==> src/rtl/fp64n_pkg.sv <==
package fp64n_pkg;
  parameter int SRC_W      = 64;
  parameter int SRC_EXP_W  = 11;
  parameter int SRC_FRAC_W = 52;
  parameter int DST_W      = 32;
  parameter int DST_EXP_W  = 8;
  parameter int DST_FRAC_W = 23;

  localparam int SRC_BIAS   = (1 << (SRC_EXP_W - 1)) - 1;
  localparam int DST_BIAS   = (1 << (DST_EXP_W - 1)) - 1;
  localparam int DROP_W     = SRC_FRAC_W - DST_FRAC_W;
  // biased source exponent of the smallest destination normal
  localparam int MIN_NORM_E = SRC_BIAS - DST_BIAS + 1;
  // smallest biased source exponent still reachable as a subnormal
  localparam int TINY_E     = MIN_NORM_E - DST_FRAC_W;
  localparam int SHIFT_W    = $clog2(DST_FRAC_W + 1);

  typedef enum logic [1:0] {
    PATH_COPY   = 2'd0,
    PATH_DENORM = 2'd1,
    PATH_FLUSH  = 2'd2
  } path_t;
endpackage

==> src/rtl/fp64n_classify.sv <==
module fp64n_classify
  import fp64n_pkg::*;
(
  input  logic [SRC_W-2:0]   mag,
  output path_t              path,
  output logic [SHIFT_W-1:0] shift
);
  logic [SRC_EXP_W-1:0] e_fld;
  logic                 mag_zero;

  assign e_fld    = mag[SRC_W-2 -: SRC_EXP_W];
  assign mag_zero = (mag == '0);
  // modulo arithmetic is exact because the band keeps the shift in 1..23
  assign shift    = SHIFT_W'(MIN_NORM_E) - e_fld[SHIFT_W-1:0];

  always_comb begin
    if (mag_zero || e_fld >= SRC_EXP_W'(MIN_NORM_E))
      path = PATH_COPY;
    else if (e_fld >= SRC_EXP_W'(TINY_E))
      path = PATH_DENORM;
    else
      path = PATH_FLUSH;
  end
endmodule

==> src/rtl/fp64n_denorm.sv <==
module fp64n_denorm
  import fp64n_pkg::*;
(
  input  logic [DST_FRAC_W-1:0] frac_hi,
  input  logic [SHIFT_W-1:0]    shift,
  output logic [DST_FRAC_W-1:0] frac
);
  localparam int EXT_W = DST_FRAC_W + (1 << SHIFT_W);
  localparam int IDX_W = $clog2(EXT_W);

  logic [EXT_W-1:0] ext;
  assign ext = EXT_W'({1'b1, frac_hi});

  for (genvar b = 0; b < DST_FRAC_W; b++) begin : g_bit
    assign frac[b] = ext[IDX_W'(b) + IDX_W'(shift)];
  end
endmodule

==> src/rtl/fp64n_out_stage.sv <==
module fp64n_out_stage
  import fp64n_pkg::*;
(
  input  logic             clk,
  input  logic             rst_n,
  input  logic             load_valid,
  input  logic [DST_W-1:0] load_data,
  output logic             can_load,
  output logic             out_valid,
  input  logic             out_ready,
  output logic [DST_W-1:0] out_data
);
  assign can_load = !out_valid || out_ready;

  always_ff @(posedge clk) begin
    if (!rst_n) begin
      out_valid <= 1'b0;
      out_data  <= '0;
    end else if (load_valid && can_load) begin
      out_valid <= 1'b1;
      out_data  <= load_data;
    end else if (out_ready) begin
      out_valid <= 1'b0;
    end
  end

  p_hold_r8: assert property (@(posedge clk) disable iff (!rst_n)
    (out_valid && !out_ready) |=> (out_valid && $stable(out_data)));

  p_reset_r9: assert property (@(posedge clk)
    $rose(rst_n) |-> !out_valid);
endmodule

==> src/rtl/fp64_store_narrow.sv <==
module fp64_store_narrow
  import fp64n_pkg::*;
(
  input  logic             clk,
  input  logic             rst_n,
  input  logic             in_valid,
  output logic             in_ready,
  input  logic [SRC_W-1:0] in_data,
  output logic             out_valid,
  input  logic             out_ready,
  output logic [DST_W-1:0] out_data
);
  path_t                 path;
  logic [SHIFT_W-1:0]    shift;
  logic [DST_FRAC_W-1:0] den_frac;
  logic [DST_W-1:0]      word;
  logic                  sign;

  assign sign = in_data[SRC_W-1];

  fp64n_classify u_classify (
    .mag   (in_data[SRC_W-2:0]),
    .path  (path),
    .shift (shift)
  );

  fp64n_denorm u_denorm (
    .frac_hi (in_data[SRC_FRAC_W-1 -: DST_FRAC_W]),
    .shift   (shift),
    .frac    (den_frac)
  );

  always_comb begin
    unique case (path)
      PATH_COPY:   word = {sign, in_data[SRC_W-2],
                           in_data[SRC_FRAC_W + DST_EXP_W - 2 : SRC_FRAC_W],
                           in_data[SRC_FRAC_W-1 : DROP_W]};
      PATH_DENORM: word = {sign, {DST_EXP_W{1'b0}}, den_frac};
      default:     word = {sign, {(DST_W-1){1'b0}}};
    endcase
  end

  fp64n_out_stage u_out (
    .clk        (clk),
    .rst_n      (rst_n),
    .load_valid (in_valid),
    .load_data  (word),
    .can_load   (in_ready),
    .out_valid  (out_valid),
    .out_ready  (out_ready),
    .out_data   (out_data)
  );

  // assertion-side view of the input exponent
  logic [SRC_EXP_W-1:0] chk_exp;
  logic                 chk_acc;
  assign chk_exp = in_data[SRC_W-2 -: SRC_EXP_W];
  assign chk_acc = in_valid && in_ready;

  p_sign_r1: assert property (@(posedge clk) disable iff (!rst_n)
    chk_acc |=> (out_data[DST_W-1] == $past(in_data[SRC_W-1])));

  p_latency_r7: assert property (@(posedge clk) disable iff (!rst_n)
    chk_acc |=> out_valid);

  p_copy_exp_r2: assert property (@(posedge clk) disable iff (!rst_n)
    (chk_acc && chk_exp >= SRC_EXP_W'(MIN_NORM_E)) |=>
      (out_data[DST_W-2:DST_FRAC_W] ==
       {$past(in_data[SRC_W-2]), $past(in_data[SRC_FRAC_W + DST_EXP_W - 2 : SRC_FRAC_W])}));

  p_zero_r3: assert property (@(posedge clk) disable iff (!rst_n)
    (chk_acc && in_data[SRC_W-2:0] == '0) |=> (out_data[DST_W-2:0] == '0));

  p_denorm_exp_r4: assert property (@(posedge clk) disable iff (!rst_n)
    (chk_acc && chk_exp >= SRC_EXP_W'(TINY_E) && chk_exp < SRC_EXP_W'(MIN_NORM_E)) |=>
      (out_data[DST_W-2:DST_FRAC_W] == '0 && out_data[DST_FRAC_W-1:0] != '0));

  p_flush_r5: assert property (@(posedge clk) disable iff (!rst_n)
    (chk_acc && chk_exp < SRC_EXP_W'(TINY_E)) |=> (out_data[DST_W-2:0] == '0));

  p_stall_r8: assert property (@(posedge clk) disable iff (!rst_n)
    (out_valid && !out_ready) |-> !in_ready);
endmodule

==> config.mk <==
export PLATFORM = sky130hd
export DESIGN_NAME = fp64_store_narrow
export DESIGN_NICKNAME = d
export VERILOG_FILES = /design/src/rtl/fp64n_pkg.sv /design/src/rtl/fp64n_classify.sv /design/src/rtl/fp64n_denorm.sv /design/src/rtl/fp64n_out_stage.sv /design/src/rtl/fp64_store_narrow.sv
export SDC_FILE = /design/constraint.sdc
export NUM_CORES = 1
export LEC_CHECK = 0
export CORE_UTILIZATION = 51
export DETAILED_ROUTE_END_ITERATION = 16
export GPL_TIMING_DRIVEN = 0
export PLACE_DENSITY_LB_ADDON = 0.15
export SYNTH_ARGS = -nofsm -noshare
export SYNTH_HDL_FRONTEND = slang
export SYNTH_SLANG_ARGS = --single-unit
==> constraint.sdc <==
create_clock -name clk -period 7.2 [get_ports clk]
set_clock_uncertainty 0.05 [all_clocks]
set_input_delay 1.8 -clock clk [delete_from_list [all_inputs] [get_ports clk]]
set_output_delay 1.8 -clock clk [all_outputs]
set_load 0.01 [all_outputs]
==> summary.md <==
| Metric | Value |
|---|---|
| Period utilization | 0.964 |
| Reg clk slew, reported paths | roughly 0.070 ns |
| Via density | 7.03 |
| Critical-path cell list | clkdlybuf4s50_1 > buf_2 > buf_2 > buf_2 > inv_1 > ha_1 > clkbuf_1 > xnor2_4 > clkbuf_2 > ha_1 > clkbuf_1 > and2_1 > xor3_1 > nor2_1 > a221oi_1 > a2111oi_4 > a221o_1 |
| DR pass1 iterations | 6 |
| Synth Area per Inst | about 8.6 sq um |
| Post-route ant nets | 0 |
| Final HPWL DP | 13400 um |
| Worst path required time | around 7.3 ns |
| Kind of critical path | in2reg |
| Worst EP arrival | roughly 7 ns |
| # IOs | just over 100 |
| Cts bufs inserted | 5 |
| Register area share after synthesis | 0.158 |
| Mapped Area | around 0.0042 sq mm |
| PwrDens | 142 mW/mm^2 |
| Ys async rst share | 0 |
| Final Slew Violations | 0 |
| Crit path max fanout | 14 |
| DRC violations left | 0 |
| Critical path endpoint category | flip-flop |
| Crit-path leading delay family | buffers and inverters |
| Largest net degree at the start of global routing | 15 |
| Post-synthesis compound-gate area fraction | 0.217 |
| Status | finished clean |
| Worst-Margin Slew | between 0.7 and 0.8 ns |
| DR iter-0 viols | between 600 and 700 |
| Chip Height | 92.6 um |
| Bufs on Longest Clock Path | 2 |
| Clock sinks | 33 |
| # Max-Cap Violations | 0 |
| Setup TNS | 0 ns |
| CP max stage delay | approximately 0.7 ns |
| Mapped Cells | around 490 |
| Placed cell area | roughly 0.0053 sq mm |
| EDFF count, synth | 0 |
| Minimum clock period | a little under 7 ns |
| Hold_ws | roughly 0.4 ns |
| Synth cell types | a little under 70 |
| Core Area | between 0.007 and 0.008 sq mm |
| Synthesis-to-layout area growth | 29.7% |
| Met3 WL | ~2400 um |
| Via count | 4892 |
| Postcts setup bufs | 0 |
| DP Worst Slack | -0.261 ns |
| Die area | 0.00857 sq mm |
| Share of cells above drive strength 1 | 0.110 |
| Post-route design area | approximately 0.0054 sq mm |
| Initial core utilization | 0.533 |
| Dpl cells | slightly below 700 |
| Vias in the first global route | approximately 4700 |
| First-pass GRT wire length | roughly 26000 um |
| Lkg Pwr | ~2 nW |
| Routability Congestion | 1.05 |
| Final #Nets | 678 |
| CTS tree | done |
| PortBufs | 101 |
| Htree depth | 2 |
| Fin util | 0.691 |
| Highest-count cells in the layout ignoring fill and taps | clkdlybuf4s50_1, mux2i_1, nand2_1 |
| Max layer used | met4 |
| Total chip power | between 700 and 800 uW |
| Worst setup SP type | input pin |
| Gr usage total | 0.416 |
| RSZ-0062 raised after global routing | false |
| Critical path's slowest cell | a221oi_1 |
| Post-Synth Simple-Gate Area | 0.192 |
| Largest family of logic cells by synthesized area | multiplexers |
| Drt total wl | between 15000 and 20000 um |
| Hold Violations, Final | 0 |
| Adder-Cell Fraction of Synth Area | 0.0509 |
| Congestion Overflow GR | 0 |
| Post-CTS Hold Buffers | 0 |
| Yosys reg bits | 33 |
| Top_reg_cell synth | dfxtp_1 |
| Antenna violations before repair | 0 |
| M1 wire length | about 6500 um |
| Final setup violation count | 0 |
| Synth Area in XOR/XNOR | 0.0679 |
| Met2 wire length | between 7000 and 8000 um |
| Peak supply drop | 0.120 mV |
| Final worst setup slack | 0.262 ns |
| Synthesized Nets | 570 |
| Crit-path most repeated cell | buf_2 |
| Hold crit path type | reg2reg |
| Commonest non-fill, non-tap cell in the layout | clkdlybuf4s50_1 |
| Non-filler cells in the finished layout | 696 |
| CTS root buf | clkbuf_8 |
| FP Rows | 32 |
| Die width | approximately 93 um |
| # resized after CTS | 0 |
| Yosys warnings | 0 |
| Post-DR wirelength/cell | roughly 25 um |
| Mux share of post-synthesis cell area | 0.263 |
| Buf/Inv on CP | 8 |
| Rel. slew slack | 0.491 |
| Max frequency | between 0.1 and 0.15 GHz |
| Worst-skew pair later-pin latency | approximately 0.29 ns |
## cell families (layout without fill, tap and decap cells)
family	count (synthesis)	after routing
buffers and inverters	51	159
AOI/OAI and AO/OA	120	120
muxes	82	82
xor gates and xnor gates	25	25
DFF	33	33
and+or+nand+nor	157	157
other	0	1
adders and majority gates	17	17
## state kept, by name, indices dropped and copies added (netlist names)
signal and cells:
u_out.out_data 32, u_out.out_valid 1
## per-layer routing
| metal | vias up | global-route usage |
|---|---|---|
| met5 | - | 0 |
| met4 | 0 | 0.246 |
| met3 | 105 | 0.109 |
| met2 | 424 | 0.636 |
| met1 | 2286 | 0.524 |
| li1 | 2077 | - |
## cell type report
| type | count | area [sq um] |
|---|---|---|
| Multi-Input combinational cell | 401 | 3320 |
| Clock buffer | 7 | 86.3 |
| Inverter | 18 | 67.6 |
| Antenna cell | 1 | 2.50 |
| Fill cell | 649 | 2430 |
| Buffer | 33 | 149 |
| Tap cell | 102 | 128 |
| Sequential cell | 33 | 661 |
| Timing Repair Buffer | 101 | 1010 |
## where the power goes
group / leakage, nW / total, mW / internal (mW) / switching (mW)
clock: 0.0443 / 0.144 / 0.0758 / 0.0680
combinational: 1.70 / 0.430 / 0.188 / 0.242
sequential: 0.270 / 0.199 / 0.192 / 0.00648
total: 2.01 / 0.772 / 0.456 / 0.317
## tightest hold or removal path, stage by stage, from the launching register on
cell and delay (ns):
dfxtp_1 0.31, nand2_1 0.05, a21oi_1 0.05
## worst paths after layout
path | start | end | slack [ns] | depth (start not counted)
max reg2reg | u_out.out_valid | u_out.out_data[11] | 4.92 | 6
min | u_out.out_data[26] | u_out.out_data[26] | 0.40 | 2
max | in_data[53] | u_out.out_data[1] | 0.26 | 17
min reg2reg | u_out.out_data[26] | u_out.out_data[26] | 0.40 | 2
## synthesized netlist by cell type (4+ instances only)
cell	number	share of area
nand2b_1	8	0.012
buf_2	13	0.016
xnor2_1	17	0.036
a221oi_1	4	0.0084
o211ai_1	5	0.0090
nor2b_1	6	0.0090
a21oi_1	31	0.037
o22ai_1	8	0.012
ha_1	17	0.051
a31oi_1	6	0.0090
or3_1	4	0.0060
a32oi_1	7	0.015
o21ai_0	12	0.014
nor3_1	10	0.012
inv_1	16	0.014
nor2_1	36	0.032
a221o_1	8	0.019
mux2_2	12	0.032
nand3_1	14	0.017
a211o_1	4	0.0084
dfxtp_1	33	0.16
and3_1	6	0.0090
clkbuf_1	17	0.015
mux4_2	21	0.11
nand2_1	37	0.033
mux2i_1	49	0.12
nor4_1	16	0.024
(Power assumes the default switching activity.)
